### src/rtl/seq_pkg.sv
package seq_pkg;

    localparam int CODE_W = 5;

    typedef logic [CODE_W-1:0] code_t;

    localparam code_t CODE_FETCH = '0;

    typedef struct packed {
        logic  long_c;
        code_t code;
    } cyc_cmd_t;

    typedef enum logic [1:0] {
        IE_HOLD  = 2'd0,
        IE_SET   = 2'd1,
        IE_CLEAR = 2'd2
    } ie_op_t;

    function automatic ie_op_t ie_decode(input logic set, input logic clr, input logic ack);
        if (clr || ack) return IE_CLEAR;
        if (set)        return IE_SET;
        return IE_HOLD;
    endfunction

endpackage

### src/rtl/mcs_phase.sv
module mcs_phase #(
    parameter int SHORT_LEN = 4,
    parameter int LONG_LEN  = 6
) (
    input  logic clk,
    input  logic rst,
    input  logic cur_long,
    output logic cyc_end
);
    localparam int PH_W = $clog2(LONG_LEN);
    localparam logic [PH_W-1:0] LAST_S = PH_W'(SHORT_LEN - 1);
    localparam logic [PH_W-1:0] LAST_L = PH_W'(LONG_LEN - 1);

    logic [PH_W-1:0] ph_q;

    assign cyc_end = (ph_q == (cur_long ? LAST_L : LAST_S));

    always_ff @(posedge clk) begin
        if (rst)          ph_q <= '0;
        else if (cyc_end) ph_q <= '0;
        else              ph_q <= ph_q + PH_W'(1);
    end
endmodule

### src/rtl/mcs_cmd_reg.sv
module mcs_cmd_reg import seq_pkg::*; #(
    parameter int CNT_W = 16
) (
    input  logic             clk,
    input  logic             rst,
    input  logic             cyc_end,
    input  cyc_cmd_t         nxt,
    output cyc_cmd_t         cur,
    output logic [CNT_W-1:0] count
);
    always_ff @(posedge clk) begin
        if (rst) begin
            cur.long_c <= 1'b0;
            cur.code   <= CODE_FETCH;
            count      <= '0;
        end else if (cyc_end) begin
            cur   <= nxt;
            count <= count + CNT_W'(1);
        end
    end
endmodule

### src/rtl/mcs_ie.sv
module mcs_ie import seq_pkg::*; (
    input  logic clk,
    input  logic rst,
    input  logic cyc_end,
    input  logic set_cmd,
    input  logic clr_cmd,
    input  logic ack,
    output logic ie
);
    ie_op_t op;

    assign op = ie_decode(set_cmd, clr_cmd, ack);

    always_ff @(posedge clk) begin
        if (rst) ie <= 1'b0;
        else if (cyc_end) begin
            case (op)
                IE_SET:   ie <= 1'b1;
                IE_CLEAR: ie <= 1'b0;
                default:  ie <= ie;
            endcase
        end
    end
endmodule

### src/rtl/mcyc_seq.sv
module mcyc_seq import seq_pkg::*; #(
    parameter int SHORT_LEN = 4,
    parameter int LONG_LEN  = 6,
    parameter int CNT_W     = 16
) (
    input  logic                  clk,
    input  logic                  rst,
    input  logic                  len_long_i,
    input  logic [CODE_W-1:0]     next_code_i,
    input  logic                  ie_set_i,
    input  logic                  ie_clr_i,
    input  logic                  int_ack_i,
    output logic                  cyc_end_o,
    output logic                  cyc_long_o,
    output logic [CODE_W-1:0]     code_o,
    output logic [CNT_W-1:0]      cyc_count_o,
    output logic                  ie_o
);
    cyc_cmd_t nxt_cmd;
    cyc_cmd_t cur_cmd;
    logic     cyc_end;

    assign nxt_cmd.long_c = len_long_i;
    assign nxt_cmd.code   = next_code_i;

    mcs_phase #(.SHORT_LEN(SHORT_LEN), .LONG_LEN(LONG_LEN)) u_phase (
        .clk      (clk),
        .rst      (rst),
        .cur_long (cur_cmd.long_c),
        .cyc_end  (cyc_end)
    );

    mcs_cmd_reg #(.CNT_W(CNT_W)) u_cmd (
        .clk     (clk),
        .rst     (rst),
        .cyc_end (cyc_end),
        .nxt     (nxt_cmd),
        .cur     (cur_cmd),
        .count   (cyc_count_o)
    );

    mcs_ie u_ie (
        .clk     (clk),
        .rst     (rst),
        .cyc_end (cyc_end),
        .set_cmd (ie_set_i),
        .clr_cmd (ie_clr_i),
        .ack     (int_ack_i),
        .ie      (ie_o)
    );

    assign cyc_end_o  = cyc_end;
    assign cyc_long_o = cur_cmd.long_c;
    assign code_o     = cur_cmd.code;
endmodule

### config.mk
export PLATFORM = sky130hd
export DESIGN_NAME = mcyc_seq
export DESIGN_NICKNAME = d
export VERILOG_FILES = /design/src/rtl/seq_pkg.sv /design/src/rtl/mcs_phase.sv /design/src/rtl/mcs_cmd_reg.sv /design/src/rtl/mcs_ie.sv /design/src/rtl/mcyc_seq.sv
export SDC_FILE = /design/constraint.sdc
export NUM_CORES = 1
export LEC_CHECK = 0
export ABC_CLOCK_PERIOD_IN_PS = 4700
export BUFFER_PORTS_ARGS = -buffer_cell sky130_fd_sc_hd__buf_2
export CAP_MARGIN = 20
export CORE_UTILIZATION = 30
export CTS_CLUSTER_DIAMETER = 40
export CTS_CLUSTER_SIZE = 10
export DETAILED_ROUTE_END_ITERATION = 8
export PLACE_DENSITY = 0.5
export SETUP_SLACK_MARGIN = 0.3
export SYNTH_ARGS = -nofsm -noshare
export SYNTH_HDL_FRONTEND = slang
export SYNTH_SLANG_ARGS = --single-unit
### constraint.sdc
create_clock -name clk -period 4.7 [get_ports clk]
set_input_delay 0.47 -clock clk [delete_from_list [all_inputs] [get_ports clk]]
set_output_delay 0.47 -clock clk [all_outputs]
set_load 0.1 [all_outputs]
# --- Word level (Yosys, flattened, before mapping) ---
# Index checks and enable logic that the tools add are counted.
totals:
  ff_bits: 26
  input_bits: 11
  out_inout_bits: 24
  elab_cells: 23
classes:
  n_addsub: 2
  n_eq_ne: 3
  n_mux: 9
  n_reduce_logical: 4
op_table:
  columns: ["op", "n"]
  rows:
  - ["$add 16x1->16 const B", 1]
  - ["$mux 2", 4]
  - ["$add 3x1->3 const B", 1]
  - ["$eq 3x3->1", 1]
  - ["$mux 1", 3]
  - ["$mux 3", 1]
  - ["$eq 2x1->1 const B", 1]
  - ["$eq 2x2->1 const B", 1]
  - ["$pmux 1 s2", 1]
  - ["$reduce_and 2->1", 1]
  - ["$reduce_bool 2->1", 1]
  - ["$reduce_or 2->1", 1]
  - ["$logic_or 1x1->1", 1]

# --- Depth between registers and ports, before layout ---
# Gate-level depths: netlist (run 1).
logic_depth:
  ltp_word: 8
  depth_mapped: 6

# --- Modules after synthesis ---
# From an unflattened synthesis (run 1), not the netlist that was laid out.
hier_totals:
  cells_unflattened: 115
  area_unflattened_um2: 1112.3
modules_own_cells:
  columns: ["mod", "n_inst", "cells_per_inst", "area_each_um2", "seq_area_each_um2"]
  rows:
  - ["mcs_cmd_reg", 1, 100, 924.6, 440.4]
  - ["mcs_phase", 1, 11, 145.1, 60.1]
  - ["mcs_ie", 1, 4, 42.5, 20.0]

# --- Worst setup path before layout (run 1) ---
# No wires, ideal clock.
synth_path:
  kind: "flip-flop to output port"
  from: "register u_cmd.cur[5] (netlist name)"
  to: "output cyc_end_o"
  arrival_time_ns: 2.127
  setup_slack_ns: 2.103
  stages_incl_launch_ff: 5
  n_path_buf: 2
  cell_sequence: "dfxtp_1 and3b_1 buf_6 o21a_1 buf_2"
synth_via:
  elab_chain_len: 2
synth_rtl:
  columns: ["element", "line", "source"]
  rows:
  - ["start, declared", "mcs_cmd_reg.sv:8", "output cyc_cmd_t cur,"]
  - ["start signal, assigned", "mcs_cmd_reg.sv:17", "cur <= nxt;"]
  - ["$mux 3", "mcs_phase.sv:16", "assign cyc_end = (ph_q == (cur_long ? LAST_L : LAST_S));"]
  - ["$eq 3x3->1", "mcs_phase.sv:16", null]
  - ["end, declared", "mcyc_seq.sv:13", "output logic cyc_end_o,"]
# No other way between the ends.

# --- Worst setup path after layout (run 1) ---
layout_path:
  from: "register u_phase.ph_q[2]"
  to: "output cyc_end_o"
layout_via:
  elab_chain_len: 1
layout_rtl:
  columns: ["element", "line", "source"]
  rows:
  - ["start, declared", "mcs_phase.sv:14", "logic [PH_W-1:0] ph_q;"]
  - ["start signal, assigned", "mcs_phase.sv:21", "else ph_q <= ph_q + PH_W'(1);"]
  - ["$eq 3x3->1", "mcs_phase.sv:16", null]
# No other way between the ends.

==> summary.md, run 1 <==
| Metric | Value |
|---|---|
| Status | finished, final reports clean |
| Final WL | roughly 2400 um |
| PwrDens | between 300 and 400 nW/um2 |
| Row count | 22 |
| GP Congestion | 0.7337 |
| Detail Route met3 WL | 76 um |
| CTS root buffer | clkbuf_8 |
| Critical path class | reg2out |
| Initial DRC count | 26 |
| Post-synth design cell area | around 1200 um2 |
| Clock power share | roughly a third |
| First-pass detailed-route iteration total | 4 |
| Antenna violations before repair | 0 |
| Filler Cell Count | just under 400 |
| CTS tree | yes |
| Netlist cell types | 34 |
| Reg power frac | roughly 54% |
| Sw frac | a little over a quarter |
| Post-route insts no fill | 202 |
| Setup crit start kind | flop |
| Pwr Total | roughly 0.43 mW |
| First-pass GRT wire length | ~4000 um |
| Setup WS pre-CTS | 2330 ps |
| Post-CTS Setup Repair Bufs | 0 |
| Share of layout cells above drive strength 1 | roughly 27% |
| Crit. End Element | output port |
| Maxcap violations | 0 |
| WL/cell | between 10 and 15 um |
| DRC violations left | 0 |
| Mapped Cells | roughly 120 |
| Ports | 35 |
| Peak supply drop | about 0.15 mV |
| Placed Instances | slightly below 200 |
| Sequential area share after synthesis | about 45% |
| Crit path cell chain | and3b_1 -> o21a_1 -> buf_2 |
| Metal1 wirelength | 1120 um |
| Maximum buffer depth of the clock tree | 2 |
| Max H-tree Level | 1 |
| Vias | about 1000 |
| Clk Latency, worst-skew pair | 270 ps |
| Int Power | approximately 0.31 mW |
| Cts hold-fix bufs | 0 |
| Pins Over Slew Limit | 0 |
| CP arrival | 2170 ps |
| Seq cells post-synth | 26 |
| Number of port buffers | 34 |
| Final Core Density | between 30% and 40% |
| Final setup viols | 0 |
| Routed wl met2 | around 1100 um |
| Sw power | roughly 0.11 mW |
| Die area | about 4100 um2 |
| Die height | around 64 um |
| Overflow after GRT | 0 |
| Total Neg Setup Slack | 0 ps |
| CP Data Required Time | roughly 4200 ps |
| Worst Slack Setup Final | between 2000 and 2500 ps |
| Final period utilization | a little under three fifths |
| Fin Hold WS | ~440 ps |
| Worst setup path startpoint | u_phase.ph_q[2]$_SDFF_PP0_ |
| Nets | about 170 |
| Worst Hold Launch | next_code_i[0] |
| Core box area | about 3700 um2 |
| Final hold violation count | 0 |
| Post-cts resize count | 0 |
| CP max stage cell | o21a_1 |
| CP peak stage delay | 530 ps |
| Gate power share | approximately an eighth |
| Fmax achieved | about 380 MHz |
| Clock Sinks | 26 |
| Largest net degree at the start of global routing | 28 |
| GRT Util Overall | 12.17% |
| Starting Density | between 30% and 40% |
| Fin Clk Skew | ~5.2 ps |
| DP HPWL | between 1500 and 2000 um |
| Fin crit period | 2641 ps |
| RSZ-0062 raised after global routing | false |
| YS warnings | 0 |
| Number of global-route vias before repair | 929 |
| Mapped Nets | around 140 |
| Critical Path Fanout Max | 12 |
| Crit path max-delay family | compound AO/OA/AOI/OAI gates |
| Post-Syn Area per Cell | about 9.5 um2 |
| Hold Crit Class | in2reg |
| Area grow syn2layout | 20.79% |
| Max-slew headroom | approximately 63% |
| Num CTS Buffers | 3 |
| Reg clk slew, reported paths | around 90 ps |
| Reg2reg start | u_phase.ph_q[2]$_SDFF_PP0_ |
| Dpl cell area | 1355 um2 |
| Die Wd | between 60 and 70 um |
| Pleak | 0.5888 nW |
| Post-route cell area | roughly 1400 um2 |
| Antenna-violating nets left | 0 |
| Vias/cell | between 5 and 6 |
| Actual slew at the worst max-slew pin | ~550 ps |
| DR top layer | met4 |
| Worst Path Buf+Inv | 1 |
| # diodes | 0 |
final cells by class:
class	instances	area (um2)	share of cell area, %
well taps	48	60.06	4.259
inverters	1	3.754	0.2662
multi-input cells	89	600.6	42.59
clock buffers	4	55.05	3.904
repair buffers	34	170.2	12.07
flip-flops and latches	26	520.5	36.91
final timing paths:
check	end	slack (ps)	cells after the start
worst min-delay path	u_cmd.cur[0]$_SDFFE_PP0P_	440	3
worst max register to register	u_cmd.cur[4]$_SDFFE_PP0P_	2900	4
worst min register to register	u_cmd.count[15]$_SDFFE_PP0P_	500	2
worst max-delay path	cyc_end_o	2060	3
worst register-to-register path, stage by stage (launching register included):
cell and delay (ps):
dfxtp_1 450, and3b_1 380, o21a_1 540, mux2i_1 260, nor2_1 50
metal layers:
| layer | vias up | GRT usage, % |
|---|---|---|
| met2 | 24 | 21.32 |
| met4 | 0 | 5.833 |
| met3 | 5 | 2.143 |
| li1 | 509 | - |
| met5 | - | 0 |
| met1 | 475 | 14.15 |
state kept, by name, summed over array words and instances (netlist names):
| register | flops |
|---|---|
| u_cmd.cur | 6 |
| u_ie.ie | 1 |
| u_phase.ph_q | 3 |
| u_cmd.count | 16 |
layout by cell type, fill, tap and decap left out, types with 3 or more instances in the layout:
cell	Yosys	final
buf_2	1	34
xnor2_1	3	3
or4_1	6	6
o31ai_1	5	5
mux2i_1	6	6
dfxtp_1	26	26
o211ai_1	3	3
nor2_1	13	13
and4_1	3	3
nand2_1	6	6
xor2_1	4	4
a21oi_1	10	10
o21ai_0	5	5
clkbuf_8	0	4
synth_stat cells (all sizes together):
master | instances | area, um2
o211a | 1 | 10.01
and2 | 1 | 6.260
clkbuf | 4 | 15.01
inv | 1 | 3.750
buf | 3 | 27.52
or3 | 3 | 20.02
or4 | 6 | 45.04
o21ai | 7 | 46.29
and3b | 2 | 18.77
nor2 | 13 | 48.80
and4 | 3 | 26.28
ha | 2 | 25.02
and3 | 2 | 12.51
o31ai | 5 | 37.54
nor3 | 2 | 10.01
nand2 | 6 | 22.52
nand3b | 1 | 7.510
mux2i | 6 | 60.06
nor2b | 1 | 6.260
a21oi | 10 | 50.05
o21a | 2 | 15.01
nor3b | 2 | 26.28
nand4 | 2 | 12.51
xor2 | 4 | 35.03
o211ai | 3 | 22.52
nand3 | 2 | 10.01
dfxtp | 26 | 520.5
xnor2 | 3 | 26.28
power by group through the flow:
| stage | Clock [mW] | Combinational [mW] | Sequential, mW |
|---|---|---|---|
| floorplan | 0 | 0.0224 | 0.257 |
| global placement | 0 | 0.0533 | 0.236 |
| detailed placement | 0 | 0.0543 | 0.236 |
| CTS | 0.150 | 0.0543 | 0.231 |
| global route | 0.160 | 0.0565 | 0.232 |
| finish | 0.144 | 0.0537 | 0.231 |
cells by family after synthesis:
family,Yosys count,synth area share [%]
DFF,26,44.59
and+or+nand+nor,46,23.37
xor gates and xnor gates,7,5.252
muxes,6,5.145
AOI/OAI and AO/OA,28,15.54
buffers and inverters,8,3.964
adders and majority gates,2,2.143
Note: power is estimated with default switching activity, not from simulation.
==> run 2, diff against run 1 <==
- ABC_CLOCK_PERIOD_IN_PS: 4700 -> 2500
- clock period: 4.7 -> 2.5 ns (I/O delays scaled with it)
==> summary.md, run 2 (synthesized netlist as in run 1, its figures left out) <==
| Metric | Value |
|---|---|
| Vias | 985 (was 1013) |
| Actual slew at the worst max-slew pin | 501.0 ps (was 548.2 ps) |
| Antenna-violating nets left | 0 (unchanged) |
| Ports | 35 (unchanged) |
| Clock power share | 33.2% (was 33.7%) |
| Post-route insts no fill | 203 (was 202) |
| DP HPWL | 1696 um (was 1681 um) |
| Pwr Total | 0.8029 mW (was 0.4292 mW) |
| Maximum buffer depth of the clock tree | 2 (unchanged) |
| Total Neg Setup Slack | 0 ps (unchanged) |
| GP Congestion | 0.7045 (was 0.7337) |
| Critical Path Fanout Max | 7 (was 12) |
| WL/cell | 11.60 um (was 11.68 um) |
| DRC violations left | 0 (unchanged) |
| Post-CTS Setup Repair Bufs | 0 (unchanged) |
| Core box area | 3689 um2 (unchanged) |
| Die height | 64.38 um (unchanged) |
| R2r setup slk | 730 ps (was 2900 ps) |
| First-pass detailed-route iteration total | 4 (unchanged) |
| CP Data Required Time | 2250 ps (was 4230 ps) |
| Critical path class | reg2out (unchanged) |
| Largest net degree at the start of global routing | 28 (unchanged) |
| Setup WS pre-CTS | 743.9 ps (was 2330 ps) |
| Final setup viols | 0 (unchanged) |
| Most frequent cells in the layout | buf_2, dfxtp_1, nor2_1 (unchanged) |
| # diodes | 0 (unchanged) |
| Setup crit start kind | flop (unchanged) |
| Maxcap violations | 0 (unchanged) |
| Initial DRC count | 23 (was 26) |
| PwrDens | 562.4 nW/um2 (was 304.4 nW/um2) |
| Pins Over Slew Limit | 0 (unchanged) |
| Cts hold-fix bufs | 0 (unchanged) |
| Clk Latency, worst-skew pair | 260 ps (was 270 ps) |
| Crit. End Element | output port (unchanged) |
| First-pass GRT wire length | 4071 um (was 3953 um) |
| Hold Crit Class | in2reg (unchanged) |
| Peak supply drop | 0.2364 mV (was 0.1548 mV) |
| Die area | 4145 um2 (unchanged) |
| CTS root buffer | clkbuf_8 (unchanged) |
| Clock Sinks | 26 (unchanged) |
| Vias/cell | 4.852 (was 5.015) |
| Biggest regs | u_cmd.count (16), u_cmd.cur (6), u_phase.ph_q (3) (unchanged) |
| Register Area | 530.5 um2 (was 520.5 um2) |
| Top reg by flops | u_cmd.count (unchanged) |
| Reg power frac | 54.1% (was 53.8%) |
| Final WL | 2354 um (was 2360 um) |
| Number of port buffers | 34 (unchanged) |
| Fin Clk Skew | 4.613 ps (was 5.223 ps) |
| CTS tree | yes (unchanged) |
| Dpl cell area | 1373 um2 (was 1355 um2) |
| Share of layout cells above drive strength 1 | 32.90% (was 27.27%) |
| Max H-tree Level | 1 (unchanged) |
| Filler Cell Count | 400 (was 392) |
| Gate power share | 12.6% (was 12.5%) |
| Sw frac | 26.20% (was 26.72%) |
| Die Wd | 64.38 um (unchanged) |
| Placed Instances | 199 (was 198) |
| Int Power | 0.5925 mW (was 0.3145 mW) |
| Fmax achieved | 509.2 MHz |
| Number of global-route vias before repair | 928 (was 929) |
| RSZ-0062 raised after global routing | false (unchanged) |
| Area grow syn2layout | 22.29% (was 20.79%) |
| Starting Density | 31.65% (unchanged) |
| Nets | 169 (was 168) |
| Sw power | 0.2104 mW (was 0.1147 mW) |
| Final hold violation count | 0 (unchanged) |
| Worst Slack Setup Final | 536.3 ps (was 2059 ps) |
| Antenna violations before repair | 0 (unchanged) |
| Commonest non-fill, non-tap cell in the layout | buf_2 (unchanged) |
| GRT Util Overall | 12.56% (was 12.17%) |
| CP arrival | 1710 ps (was 2170 ps) |
| Num CTS Buffers | 3 (unchanged) |
| Post-cts resize count | 0 (unchanged) |
| Reg clk slew, reported paths | 80 ps (was 90 ps) |
| Final period utilization | between 70% and 80% |
| Status | finished, final reports clean (unchanged) |
| Max-slew headroom | 66.60% (was 63.45%) |
| Multi-input gate area | 600.6 um2 (unchanged) |
| Row count | 22 (unchanged) |
| Post-route cell area | 1428 um2 (was 1410 um2) |
| Max reg flops | 16 (unchanged) |
| Fin crit period | about 2000 ps |
| Overflow after GRT | 0 (unchanged) |
| Pleak | 0.5982 nW (was 0.5888 nW) |
## run 2: cell count changes in the layout (fill, tap and decap cells not counted)
cell	delta
buf_4	+1
dfxtp_1	-8
dfxtp_2	+8
## run 2: area by class of cell
type                            instances  share of cell area (%)
Clock buffer                            4                   3.856
Inverter                                1                  0.2629
Multi-Input combinational cell         89                   42.07
Sequential cell                        26                   37.16
Tap cell                               48                   4.207
Timing Repair Buffer                   35                   12.45
## run 2: worst max-delay path, cell delays in order (launching register included)
cell     delay, ps
dfxtp_1        450
and3b_1        370
o21a_1         200
buf_2          430
## run 2: per-layer routing
metal | wire, um | vias to the layer above | GRT usage, % | share of wire [%]
met5 | 0 | - | 0 | 0
met4 | 22 | 0 | 5.833 | 0.93
met3 | 112 | 2 | 2.500 | 4.8
met2 | 1106 | 23 | 21.05 | 47
met1 | 1113 | 445 | 15.28 | 47
li1 | - | 515 | - | -
## run 2: final timing paths
check | from | endpoint | cells after the start
hold reg to reg | u_cmd.cur[1]$_SDFFE_PP0P_ | u_cmd.cur[1]$_SDFFE_PP0P_ | 2
setup reg to reg | u_phase.ph_q[2]$_SDFF_PP0_ | u_cmd.count[12]$_SDFFE_PP0P_ | 4
setup / recovery | u_phase.ph_q[2]$_SDFF_PP0_ | cyc_end_o | 3
hold / removal | next_code_i[1] | u_cmd.cur[1]$_SDFFE_PP0P_ | 3
## run 2: per-stage QoR
step / utilization (%) / hold slack, ps
floorplan: - / 397.2
global route: 38.70 / 218.1
finish: 38.70 / 215.3
global placement: 37.21 / 464.3
CTS: 38.70 / 209.3
detailed placement: 37.21 / 475.9
## run 2: power by group through the flow
stage | registers (mW) | logic (mW) | clock network [mW]
after CTS | 0.435 | 0.102 | 0.280
final | 0.434 | 0.102 | 0.267
after global routing | 0.436 | 0.108 | 0.298
after global placement | 0.444 | 0.101 | 0
after detailed placement | 0.444 | 0.102 | 0
after floorplan | 0.483 | 0.0420 | 0
==> run 3, diff against run 2 <==
- ABC_CLOCK_PERIOD_IN_PS: 2500 -> 1700
- PLACE_DENSITY: 0.5 -> 0.52
- clock period: 2.5 -> 1.7 ns (I/O delays scaled with it)
==> summary.md, run 3 (synthesized netlist as in run 1, its figures left out) <==
| Metric | Value |
|---|---|
| Commonest non-fill, non-tap cell in the layout | buf_2 (unchanged) |
| Starting Density | 31.65% (unchanged) |
| Final period utilization | between 90% and 100% |
| Critical path class | reg2out (unchanged) |
| GRT Util Overall | 13.48% (was 12.56%) |
| Worst Hold Launch | next_code_i[2] (was next_code_i[1]) |
| CTS tree | yes (unchanged) |
| Cells on Worst Hold Path | 3 (unchanged) |
| First-pass GRT wire length | 4381 um (was 4071 um) |
| Post-route cell area | 1772 um2 (was 1428 um2) |
| Die Wd | 64.38 um (unchanged) |
| Final WL | 2947 um (was 2354 um) |
| Dpl cell area | 1484 um2 (was 1373 um2) |
| Reg2reg start | u_cmd.cur[5]$_SDFFE_PP0P_ (was u_phase.ph_q[2]$_SDFF_PP0_) |
| RSZ-0062 raised after global routing | true (was false) |
| DP HPWL | 1746 um (was 1696 um) |
| Clk Latency, worst-skew pair | 270 ps (was 260 ps) |
| Final hold violation count | 0 (unchanged) |
| R2r setup slk | 150 ps (was 730 ps) |
| Vias | 1115 (was 985) |
| Fin crit period | 1553 ps |
| Actual slew at the worst max-slew pin | 492.9 ps (was 501.0 ps) |
| Cts hold-fix bufs | 0 (unchanged) |
| First-pass detailed-route iteration total | 4 (unchanged) |
| Reg clk slew, reported paths | 90 ps (was 80 ps) |
| Ports | 35 (unchanged) |
| Maxcap violations | 0 (unchanged) |
| Most frequent cells in the layout | buf_2, buf_4, nor2_1, dfxtp_4 (was buf_2, dfxtp_1, nor2_1) |
| Post-route insts no fill | 225 (was 203) |
| Initial DRC count | 57 (was 23) |
| Number of port buffers | 34 (unchanged) |
| Num CTS Buffers | 3 (unchanged) |
| # diodes | 0 (unchanged) |
| Fmax achieved | between 600 and 700 MHz |
| Max-slew headroom | 67.37% (was 66.60%) |
| Final setup viols | 0 (unchanged) |
| Reg2reg end | u_cmd.count[11]$_SDFFE_PP0P_ (was u_cmd.count[12]$_SDFFE_PP0P_) |
| CP arrival | 1380 ps (was 1710 ps) |
| Status | finished, final reports clean (unchanged) |
| Hold Crit Class | in2reg (unchanged) |
| Pins Over Slew Limit | 0 (unchanged) |
| Largest net degree at the start of global routing | 15 (was 28) |
| PwrDens | 686.6 nW/um2 (was 562.4 nW/um2) |
| Fin Clk Skew | 3.555 ps (was 4.613 ps) |
| Share of layout cells above drive strength 1 | 56.50% (was 32.90%) |
| Max H-tree Level | 1 (unchanged) |
| Overflow after GRT | 0 (unchanged) |
| GP Congestion | 0.7321 (was 0.7045) |
| Placed Instances | 202 (was 199) |
| Area grow syn2layout | 51.77% (was 22.29%) |
| Die height | 64.38 um (unchanged) |
| Core box area | 3689 um2 (unchanged) |
| Setup crit start kind | flop (unchanged) |
| Biggest regs | u_cmd.count (16), u_cmd.cur (6), u_phase.ph_q (3) (unchanged) |
| Max reg flops | 16 (unchanged) |
| Number of global-route vias before repair | 999 (was 928) |
| Pleak | 0.7449 nW (was 0.5982 nW) |
| Die area | 4145 um2 (unchanged) |
| Vias/cell | 4.956 (was 4.852) |
| Clock Sinks | 26 (unchanged) |
| Antenna-violating nets left | 0 (unchanged) |
| Row count | 22 (unchanged) |
| Top reg by flops | u_cmd.count (unchanged) |
| Maximum buffer depth of the clock tree | 2 (unchanged) |
| DRC violations left | 0 (unchanged) |
| Critical Path Fanout Max | 3 (was 7) |
| WL/cell | 13.10 um (was 11.60 um) |
| CTS root buffer | clkbuf_8 (unchanged) |
| CP Data Required Time | 1530 ps (was 2250 ps) |
| Peak supply drop | 0.3381 mV (was 0.2364 mV) |
| Crit. End Element | output port (unchanged) |
| Nets | 191 (was 169) |
| R2r worst-path depth | 6 (was 4) |
| Antenna violations before repair | 0 (unchanged) |
| Endpoint, Worst Hold | u_cmd.cur[2]$_SDFFE_PP0P_ (was u_cmd.cur[1]$_SDFFE_PP0P_) |
run 3: changes by cell type in the layout (fill, tap and decap cells not counted), moves of 5 or more:
cell / delta
buf_4: +13
dfxtp_4: +13
dfxtp_1: -11
buf_6: +7
a21oi_1: -5
a21oi_2: +5
run 3: timing repair:
item,in CTS,in global routing
gates cloned,0,1
hold endpoints to repair,0,0
resized for setup,12,15
buffers inserted,13,5
endpoints found under the setup margin,18,25
pin swaps,5,11
run 3: layout make-up:
| class | count | area [um2] |
|---|---|---|
| fill | 381 | 1917 |
| multi-input combinational | 90 | 696.9 |
| sequential | 26 | 576.8 |
| timing repair buffer | 56 | 389.1 |
| tap | 48 | 60.06 |
| clock buffer | 4 | 45.04 |
| inverter | 1 | 3.754 |
run 3: routing by layer:
metal  wire (um)  track usage, %  up-vias
li1            -               -      557
met1        1292           15.44      528
met2        1501           24.21       26
met3         117           2.321        4
met4          36           5.833        0
met5           0               0        -
run 3: worst max-delay path, cell delays in order, from the launching register on:
cell and delay [ps]:
dfxtp_4 370, nor3b_4 270, o21a_1 190, buf_12 110, buf_12 160
run 3: worst max path at each step:
stage | startpoint | to | slack [ps] | cells after the start
2_1_floorplan | u_cmd.count[0]$_SDFFE_PP0P_ | u_cmd.count[12]$_SDFFE_PP0P_ | -8 | 5
3_3_place_gp | u_phase.ph_q[2]$_SDFF_PP0_ | u_cmd.count[12]$_SDFFE_PP0P_ | 80 | 4
3_5_place_dp | u_phase.ph_q[2]$_SDFF_PP0_ | u_cmd.count[12]$_SDFFE_PP0P_ | 20 | 4
4_1_cts | u_cmd.cur[5]$_SDFFE_PP0P_ | cyc_end_o | 170 | 4
5_1_grt | u_cmd.cur[5]$_SDFFE_PP0P_ | u_cmd.count[11]$_SDFFE_PP0P_ | 80 | 6
6_report | u_cmd.cur[5]$_SDFFE_PP0P_ | cyc_end_o | 150 | 4
run 3: power breakdown:
part	internal (mW)	switching, mW	total (mW)
sequential	0.606	0.0152	0.621
combinational	0.0959	0.132	0.228
clock	0.168	0.199	0.367
total	0.870	0.346	1.22
run 3: stage by stage:
stage          setup TNS [ps]  worst slack (ps)  utilization, %  power [mW]  hold WS, ps
2_1_floorplan          -21.75            -8.068               -      0.7600        316.6
3_3_place_gp                0             78.78           40.23      0.7997        404.7
3_5_place_dp                0             20.09           40.23      0.8027        412.8
4_1_cts                     0             169.2           45.15       1.199        122.9
5_1_grt                     0             83.04           48.03       1.278        125.3
6_report                    0             146.6           48.03       1.216        125.9
